--- src/rtl/bootdone_pkg.sv ---
package bootdone_pkg;
  localparam int REG_W  = 32;
  localparam int BYTE_W = 8;
  localparam int STRB_W = REG_W / BYTE_W;

  typedef logic [REG_W-1:0] reg_word_t;
endpackage

--- src/rtl/bootdone_mask.sv ---
module bootdone_mask
  import bootdone_pkg::*;
#(
  parameter int NUM_DSP      = 8,
  parameter int NUM_GP       = 4,
  parameter int DSP_REDUCED  = 4,
  parameter int GP_REDUCED   = 2,
  parameter bit FULL_VARIANT = 1'b1
) (
  output reg_word_t present_o
);
  localparam int GP_BASE = NUM_DSP;
  localparam int FLAG_W  = NUM_DSP + NUM_GP;

  // One bit per existing core; reserved positions stay zero.
  for (genvar i = 0; i < REG_W; i++) begin : g_bit
    if (i < GP_BASE) begin : g_dsp
      assign present_o[i] = FULL_VARIANT ? 1'b1 : (i < DSP_REDUCED);
    end else if (i < FLAG_W) begin : g_gp
      assign present_o[i] = FULL_VARIANT ? 1'b1 : ((i - GP_BASE) < GP_REDUCED);
    end else begin : g_rsvd
      assign present_o[i] = 1'b0;
    end
  end
endmodule

--- src/rtl/bootdone_flags.sv ---
module bootdone_flags
  import bootdone_pkg::*;
(
  input  logic      clk,
  input  logic      rst_any,
  input  logic      wr_hit,
  input  reg_word_t wdata,
  input  reg_word_t bit_en,
  input  reg_word_t present,
  output reg_word_t flags_o
);
  reg_word_t flags_q;
  reg_word_t set_req;

  always_comb begin
    set_req = '0;
    if (wr_hit) set_req = wdata & bit_en & present;
  end

  always_ff @(posedge clk) begin
    if (rst_any) flags_q <= '0;
    else         flags_q <= flags_q | set_req;
  end

  assign flags_o = flags_q;


  flags_sticky_chk: assert property (@(posedge clk) disable iff (rst_any)
    1'b1 |=> ((flags_q & $past(flags_q)) == $past(flags_q)));

  flags_reset_chk: assert property (@(posedge clk)
    rst_any |=> (flags_q == '0));

  absent_bits_chk: assert property (@(posedge clk) disable iff (rst_any)
    ((flags_q & ~present) == '0));

  no_write_no_change_chk: assert property (@(posedge clk) disable iff (rst_any)
    !wr_hit |=> (flags_q == $past(flags_q)));
endmodule

--- src/rtl/bootdone_rdport.sv ---
module bootdone_rdport
  import bootdone_pkg::*;
#(
  parameter int FLAG_W = 12
) (
  input  logic      clk,
  input  logic      rst_any,
  input  logic      rd_hit,
  input  reg_word_t flags,
  output reg_word_t rdata_o
);
  reg_word_t rdata_q;

  always_ff @(posedge clk) begin
    if (rst_any)     rdata_q <= '0;
    else if (rd_hit) rdata_q <= flags;
    else             rdata_q <= '0;
  end

  assign rdata_o = rdata_q;


  reserved_zero_chk: assert property (@(posedge clk) disable iff (rst_any)
    (rdata_q[REG_W-1:FLAG_W] == '0));

  idle_rdata_chk: assert property (@(posedge clk) disable iff (rst_any)
    !rd_hit |=> (rdata_q == '0));
endmodule

--- src/rtl/bootdone_pin.sv ---
module bootdone_pin
  import bootdone_pkg::*;
(
  input  logic      clk,
  input  logic      rst_any,
  input  reg_word_t flags,
  input  reg_word_t present,
  output logic      done_o
);
  logic done_q;

  always_ff @(posedge clk) begin
    if (rst_any) done_q <= 1'b0;
    else         done_q <= ((flags & present) == present);
  end

  assign done_o = done_q;


  pin_implies_flags_chk: assert property (@(posedge clk) disable iff (rst_any)
    done_q |-> ((flags & present) == present));
endmodule

--- src/rtl/bootdone_status_reg.sv ---
module bootdone_status_reg
  import bootdone_pkg::*;
#(
  parameter int          ADDR_W       = 8,
  parameter logic [7:0]  REG_ADDR     = 8'h3C,
  parameter int          NUM_DSP      = 8,
  parameter int          NUM_GP       = 4,
  parameter int          DSP_REDUCED  = 4,
  parameter int          GP_REDUCED   = 2,
  parameter bit          FULL_VARIANT = 1'b1
) (
  input  logic              clk,
  input  logic              por_rst,
  input  logic              warm_rst,
  input  logic              reg_sel,
  input  logic              reg_wr,
  input  logic [ADDR_W-1:0] reg_addr,
  input  logic [31:0]       reg_wdata,
  input  logic [3:0]        reg_strb,
  output logic [31:0]       reg_rdata,
  output logic              boot_done
);
  localparam int FLAG_W = NUM_DSP + NUM_GP;

  logic      rst_any;
  logic      addr_hit;
  logic      wr_hit;
  logic      rd_hit;
  reg_word_t bit_en;
  reg_word_t present;
  reg_word_t flags;

  assign rst_any  = por_rst | warm_rst;
  assign addr_hit = reg_sel && (reg_addr == REG_ADDR[ADDR_W-1:0]);
  assign wr_hit   = addr_hit && reg_wr;
  assign rd_hit   = addr_hit && !reg_wr;

  // Expand the byte strobes into one enable per bit.
  for (genvar b = 0; b < REG_W; b++) begin : g_en
    assign bit_en[b] = reg_strb[b / BYTE_W];
  end

  bootdone_mask #(
    .NUM_DSP(NUM_DSP), .NUM_GP(NUM_GP), .DSP_REDUCED(DSP_REDUCED),
    .GP_REDUCED(GP_REDUCED), .FULL_VARIANT(FULL_VARIANT)
  ) u_mask (
    .present_o(present)
  );

  bootdone_flags u_flags (
    .clk(clk), .rst_any(rst_any), .wr_hit(wr_hit), .wdata(reg_wdata),
    .bit_en(bit_en), .present(present), .flags_o(flags)
  );

  bootdone_rdport #(.FLAG_W(FLAG_W)) u_rd (
    .clk(clk), .rst_any(rst_any), .rd_hit(rd_hit), .flags(flags),
    .rdata_o(reg_rdata)
  );

  bootdone_pin u_pin (
    .clk(clk), .rst_any(rst_any), .flags(flags), .present(present),
    .done_o(boot_done)
  );
endmodule

--- config.mk ---
export PLATFORM = sky130hd
export DESIGN_NAME = bootdone_status_reg
export DESIGN_NICKNAME = d
export VERILOG_FILES = /design/src/rtl/bootdone_pkg.sv /design/src/rtl/bootdone_mask.sv /design/src/rtl/bootdone_flags.sv /design/src/rtl/bootdone_rdport.sv /design/src/rtl/bootdone_pin.sv /design/src/rtl/bootdone_status_reg.sv
export SDC_FILE = /design/constraint.sdc
export NUM_CORES = 1
export LEC_CHECK = 0
export CORE_ASPECT_RATIO = 0.7
export CORE_MARGIN = 1.5
export CORE_UTILIZATION = 49
export DETAILED_ROUTE_END_ITERATION = 10
export PLACE_DENSITY = 0.93
export SYNTH_ARGS = -nofsm -noshare
export SYNTH_HDL_FRONTEND = slang
export SYNTH_HIERARCHICAL = 1
export SYNTH_SLANG_ARGS = --single-unit
--- constraint.sdc ---
create_clock -name clk -period 2.1 [get_ports clk]
set_clock_uncertainty 0.15 [all_clocks]
set_input_delay 0.42 -clock clk [delete_from_list [all_inputs] [get_ports clk]]
set_output_delay 0.42 -clock clk [all_outputs]
set_load 0.05 [all_outputs]
Word-level counts from Yosys, hierarchy flattened:

Index checks and enable logic that the tools add are counted.

* equality and inequality tests: 2
* muxes and demuxes: 1
* bitwise gates (word level): 4
* reduce and logical (&&, ||, !) cells: 5

Operator list (number)
* 32-bit by 12-bit bitwise OR with 32-bit output: 1
* 12-bit bitwise AND: 1
* 12-bit == test, second input constant: 1
* 12-bit 2-to-1 mux: 1
* 8-bit by 6-bit == test with 1-bit output, second input constant: 1
* 1-bit logical AND: 3
* 2-bit OR reduction: 1
* 1-bit logical NOT: 1
* 1-bit NOT: 1
* 1-bit bitwise OR: 1

* register bits: 65
* bits of input ports: 49
* output and inout bits: 33
* word-level logic and storage cells: 15

Longest topological paths before layout:

Gate-level depths: netlist of the first run.

* word-level depth: 5
* mapped depth: 5

Cells and area by module:

Netlist of the first run, hierarchy kept.

By module, submodules not included
* bootdone_flags: times used 1, cells each 102, area an instance 1087.3 um^2, seq. area each 640.6 um^2
* bootdone_rdport: times used 1, cells each 70, area an instance 998.5 um^2, seq. area each 640.6 um^2
* bootdone_pin: times used 1, cells each 45, area an instance 391.6 um^2, seq. area each 20.0 um^2
* bootdone_mask: times used 1, cells each 34, area an instance 247.7 um^2, seq. area each 0.0 um^2
* bootdone_status_reg: times used 1, cells each 6, area an instance 45.0 um^2, seq. area each 0.0 um^2

Least setup slack after synthesis of the first run:

No wires, ideal clock.

* path type: input-to-reg
* from: in reg_addr[6]
* to: reg u_flags.flags_q[10] (netlist: u_flags/flags_o[10])
* library setup time: 65 ps
* arrival time: 1669 ps
* data required time: 1885 ps
* path slack: 216 ps
* stages on the path: 5
* buffers on the path: 1
* path through: nand4bb_1 > nor4_1 > buf_6 > a41oi_1 > nor2_1

* word-level cells in the longest chain between the ends: 5

Ends and longest elaborated chain
* start: declaration: RTL line bootdone_status_reg.sv:17 `input logic [ADDR_W-1:0] reg_addr,`
* 8-bit by 6-bit == test with 1-bit output: RTL line bootdone_status_reg.sv:34 `assign addr_hit = reg_sel && (reg_addr == REG_ADDR[ADDR_W-1:0]);`
* 1-bit logical AND: RTL line bootdone_status_reg.sv:34
* 1-bit logical AND: RTL line bootdone_status_reg.sv:35 `assign wr_hit = addr_hit && reg_wr;`
* named net wr_hit: RTL line bootdone_status_reg.sv:27 `logic wr_hit;`
* 12-bit 2-to-1 mux: RTL line bootdone_flags.sv:17 `if (wr_hit) set_req = wdata & bit_en & present;`
* 32-bit by 12-bit bitwise OR with 32-bit output: RTL line bootdone_flags.sv:22 `else flags_q <= flags_q | set_req;`
* end signal: assignment: RTL line bootdone_flags.sv:22
* end: declaration: RTL line bootdone_flags.sv:12 `reg_word_t flags_q;`

The timed path passes the listed nets, and every way through them passes these cells.
A chain may end at the register's enable or synchronous reset.

Worst setup path in the final report of the first run:

* from: reg u_rd.rdata_q[25] (netlist: u_rd/rdata_o[25])
* to: out reg_rdata[25]

RTL lines
* start: declaration: RTL line bootdone_rdport.sv:12 `reg_word_t rdata_q;`
* start signal: assignment: RTL line bootdone_rdport.sv:16 `else if (rd_hit) rdata_q <= flags;`
* end: declaration: RTL line bootdone_status_reg.sv:20 `output logic [31:0] reg_rdata,`

No word-level cell between the ends.

==> metrics.yaml, run 1 <==
status: "finished, final reports clean"
postCtsSetupRepairBufs: 0
die_y_um: 65.91
core_um2: 5340
drtIter0Drc: 129
worst_setup_path_start_kind: "flip-flop"
power.leakage_nw: 1.446
dp_cells: 401
cts_buffers: 9
max_freq_ghz: 0.4904
gr-usage-met1_pct: 25.74
critPathSlowestCell: "clkdlybuf4s50_1"
synth_cells: 257
vias: 2108
slowest_delay_ns: 0.81
gr-usage-met3_pct: 8.391
yosysSeqAreaShare_pct: 46.97
wire_per_inst_um: 15.15
ys_async_sr_fraction_pct: 0
postCtsHoldBufs: 0
setup_viol_count_final: 0
cp.required_ns: 1.53
synth_area_um2: 2770
root_buffer: "clkbuf_8"
final_cells: 417
dr.pass1.iters: 5
critPathBufInv: 1
yosys_warnings: 6
grt_usage_pct: 22.06
drive_gt1_share_pct: 19.71
critPathCaptureType: "primary output"
placed_area_um2: 3520
synth_cell_types: 25
wirelength_um: 6317
worstMarginPinSlew_ns: 0.5386
rsz0062_at_grt: "no"
hold_class: "flip-flop to flip-flop"
use_met2_pct: 37.14
drv_cap: 0
antenna_found_initial: 0
io_pins: 82
gr-total-overflow: 0
worstSetupPathType: "flip-flop to primary output"
ir_drop_mv: 0.4366
synth_edf_count: 0
synth_seq_cells: 65
area_delta_synth_final_pct: 34.15
grt_pass1_wl_um: 10070
cts_tree: "built"
grt_max_degree: 65
power.density_nw_per_um2: 659.5
slew-limit-headroom_pct: 64.10
cts_sinks: 65
syn_avg_cell_area_um2: 10.78
dieWidth_um: 92.87
drc: 0
rows: 22
hold_viol: 0
crit_family: "buffers and inverters"
start_util_pct: 51.87
cts_htree_levels: 3
critPathMaxFanout: 1
finalMaxSlewViolations: 0
post_cts_resized: 0
busiest_layer: "met2"
clk_latency_ns: 0.33
gp_congestion: 0.7874
synth_ff_type: "dfxtp_1"
ant_nets: 0
hpwlAfterDp_um: 4557
fin_crit_ns: 2.039
nets: 389
io_buffers: 81
worst_ep_arrival_time_ns: 1.47
insertedDiodeCount: 0
viasPerCell: 5.055
grt_pass1_vias: 2134
fin_crit_sh_pct: 97.11
clk_pin_slew_ns: 0.07
clk_path_buf_depth: 2
design_area_um2: 3716
crit_chain: "clkdlybuf4s50_1"
die_area_um2: 6121
-- stage by stage --
| stage | hold slack (ns) | total power (W) | setup WS (ns) | setup TNS [ns] | util [%] |
|---|---|---|---|---|---|
| global route | 0.3654 | 0.002553 | 0.001146 | 0 | 69.59 |
| finish | 0.3522 | 0.002451 | 0.06074 | 0 | 69.59 |
| detailed placement | 0.3365 | 0.001443 | -0.03544 | -0.03544 | 65.91 |
| floorplan | 0.2963 | 0.001373 | 0.2156 | 0 | - |
| global placement | 0.3128 | 0.001440 | 0.03863 | 0 | 65.91 |
| CTS | 0.3546 | 0.002465 | 0.03850 | 0 | 69.59 |
-- layout make-up --
class	instances	area, um^2
Tap cell	72	90.09
Sequential cell	65	1301
Clock inverter	5	55.05
Fill cell	402	1624
Clock buffer	11	141.4
Timing Repair Buffer	86	858.3
Inverter	10	37.54
Multi-Input combinational cell	168	1232
-- kinds of logic after synthesis --
family	after synthesis	share of synthesized area (%)
simple gates	95	23.94
flops	65	46.97
buf+inv	54	13.05
compound gates	41	15.76
other cells	2	0.2711
-- synth_stat cells (2+ instances only) --
cell type	n	area (um^2)
a2111oi_2	4	60.06
a2111oi_4	3	82.58
a41oi_1	32	280.3
and3b_2	32	320.3
buf_2	4	20.02
buf_4	35	262.8
buf_6	3	33.78
clkbuf_1	2	7.510
conb_1	2	7.510
dfxtp_1	65	1301
inv_1	9	33.78
nand4_1	3	18.77
nor2_1	32	120.1
nor2b_1	18	112.6
nor2b_4	2	27.53
nor4_1	2	12.51
-- per-layer routing --
layer  share of wire (%)  vias up  wire [um]
li1                    -     1029          -
met4                 1.1        0         69
met1                  44      988       2750
met3                 7.4        8        470
met5                   0        -          0
met2                  48       83       3027
-- power breakdown --
part | switching, W | internal (W)
logic | 0.0000819 | 0.000107
registers | 0.0000000319 | 0.00123
clock network | 0.000453 | 0.000576
-- registers in the layout (all words and copies together) (netlist names) --
name and count:
u_flags/flags_o 32, u_pin/done_o 1, u_rd/rdata_o 32
-- placed cells by master (no fill, tap or decap) --
master	instances
nor2b_2	1
buf_4	5
nand4_1	3
dfxtp_1	65
nor2b_1	18
nor2_1	32
or2_2	1
bufinv_16	1
a2111oi_2	4
nor4_2	2
buf_12	1
nand2b_1	1
nor3_2	1
nor2b_4	2
clkbuf_8	10
a21oi_1	1
inv_2	1
and3b_2	32
clkdlybuf4s50_1	80
clkbuf_1	1
inv_1	9
nand4b_1	1
o221ai_1	1
clkinv_2	2
nand4bb_1	1
clkinvlp_4	2
a41oi_1	32
a2111oi_4	3
conb_1	32
-- final timing paths --
check / from / to / slack (ns) / depth (start not counted)
max: u_rd/rdata_o[25] / reg_rdata[25] / 0.06 / 1
min reg2reg: u_flags/flags_o[5] / u_flags/flags_o[5] / 0.35 / 2
min: u_flags/flags_o[5] / u_flags/flags_o[5] / 0.35 / 2
max reg2reg: u_flags/flags_o[6] / u_pin/done_o / 0.60 / 4
Note: power is estimated with default switching activity, not from simulation.
==> run 2: changes to the inputs <==
--- a/config.mk
+++ b/config.mk
@@ -10,6 +10,7 @@
 export CORE_UTILIZATION = 49
 export DETAILED_ROUTE_END_ITERATION = 10
 export PLACE_DENSITY = 0.93
+export SETUP_SLACK_MARGIN = 0.02
 export SYNTH_ARGS = -nofsm -noshare
 export SYNTH_HDL_FRONTEND = slang
 export SYNTH_HIERARCHICAL = 1
==> metrics.yaml, run 2 (synthesized netlist as in run 1, its figures left out) <==
insertedDiodeCount: 0  # unchanged
postCtsSetupRepairBufs: 0  # unchanged
slew-limit-headroom_pct: 64.38  # +0.28 points
wire_per_inst_um: 15.17  # +0.16%
clk_pin_slew_ns: 0.07  # about the same
multi_input_area_um2: 1232  # unchanged
root_buffer: "clkbuf_8"
cp.required_ns: 1.53  # about the same
final_cells: 417  # unchanged
post_cts_resized: 0  # unchanged
dieWidth_um: 92.87  # unchanged
grt_max_degree: 65  # unchanged
power.density_nw_per_um2: 656.7  # -0.41%
grt_usage_pct: 22.06  # unchanged
crit_family: "buffers and inverters"
drive_gt1_share_pct: 19.71  # unchanged
hold_class: "flip-flop to flip-flop"
hold_viol: 0  # unchanged
cts_htree_levels: 3  # unchanged
setup_slack_ns: 0.06972  # +0.008973 ns
setup_viol_count_final: 0  # unchanged
final_common_cell: "clkdlybuf4s50_1"
drtIter0Drc: 113  # -12%
grt_pass1_wl_um: 10070  # unchanged
ant_nets: 0  # unchanged
power.leakage_nw: 1.577  # +9.1%
critPathBufInv: 1  # unchanged
hpwlAfterDp_um: 4557  # unchanged
die_y_um: 65.91  # unchanged
worst_setup_path_start_kind: "flip-flop"
slowest_delay_ns: 0.80  # about the same
drc: 0  # unchanged
clk_path_buf_depth: 2  # unchanged
preCtsSetupSlack_ns: -0.03544  # unchanged
vias: 2112  # +0.19%
drv_cap: 0  # unchanged
hold_ws_ns: 0.3521  # -0.0001070 ns
die_area_um2: 6121  # unchanged
worst_ep_arrival_time_ns: 1.46  # about the same
n_fill_cell: 401  # -0.25%
io_pins: 82  # unchanged
register_area_um2: 1301  # unchanged
viasPerCell: 5.065  # +0.19%
worstSetupPathType: "flip-flop to primary output"
status: "finished, final reports clean"
critPathMaxFanout: 1  # unchanged
critPathCaptureType: "primary output"
critPathSlowestCell: "clkdlybuf4s50_1"
start_util_pct: 51.87  # unchanged
final_cell_mix: "clkdlybuf4s50_1, dfxtp_1"
nets: 389  # unchanged
finalMaxSlewViolations: 0  # unchanged
gp_congestion: 0.7874  # unchanged
wirelength_um: 6327  # +0.16%
io_buffers: 81  # unchanged
max_freq_ghz: 0.4925  # +0.44%
dr.pass1.iters: 4  # -1
fin_crit_sh_pct: 96.68  # -0.43 points
worstMarginPinSlew_ns: 0.5343  # -0.004269 ns
core_um2: 5340  # unchanged
rsz0062_at_grt: "no"
ir_drop_mv: 0.4365  # about the same
clk_latency_ns: 0.34  # about the same
cts_buffers: 9  # unchanged
dp_cells: 401  # unchanged
rows: 22  # unchanged
area_delta_synth_final_pct: 34.78
postCtsHoldBufs: 0  # unchanged
crit_chain: "clkdlybuf4s50_1"
cts_tree: "built"
cts_sinks: 65  # unchanged
antenna_found_initial: 0  # unchanged
grt_pass1_vias: 2134  # unchanged
gr-total-overflow: 0  # unchanged
fin_crit_ns: 2.030  # -0.008973 ns
## run 2: cell types whose count changed in the layout (fill, tap and decap cells not counted), sizes merged
| cell | previous run | this run |
|---|---|---|
| dlymetal6s2s | 0 | 7 |
| clkdlybuf4s50 | 80 | 73 |
## run 2: path summary, 6_finish.rpt
| path | start | to | slack (ns) | depth (start not counted) |
|---|---|---|---|---|
| worst max-delay path | u_rd/rdata_o[13] | reg_rdata[13] | 0.07 | 1 |
| worst min-delay path | u_flags/flags_o[23] | u_flags/flags_o[23] | 0.35 | 2 |
| worst max register to register | u_flags/flags_o[6] | u_pin/done_o | 0.60 | 4 |
| worst min register to register | u_flags/flags_o[23] | u_flags/flags_o[23] | 0.35 | 2 |
## run 2: through the flow
step	area (um^2)	power [W]	TNS, ns	util (%)
2_1_floorplan	2883	0.001373	0	-
4_1_cts	3716	0.002465	0	69.59
5_1_grt	3734	0.002553	0	69.92
6_report	3734	0.002452	0	69.92
3_3_place_gp	3520	0.001440	0	65.91
3_5_place_dp	3520	0.001443	-0.03544	65.91
## run 2: cell type report
type                    count  area share, %
flip-flops and latches     65          34.85
multi-input cells         168          33.01
repair buffers             86          23.46
clock buffers              11          3.787
well taps                  72          2.413
clock inverters             5          1.475
inverters                  10          1.005
## run 2: where the power goes
part	internal (W)	total (W)	switching, W
Clock	0.000576	0.00103	0.000454
Combinational	0.000107	0.000189	0.0000818
Sequential	0.00123	0.00123	0.0000000318
## run 2: per-layer routing
metal / wire length (um) / track usage (%)
met5: 0 / 0
met4: 91 / 7.955
met3: 448 / 8.391
met2: 3011 / 37.14
met1: 2775 / 25.74
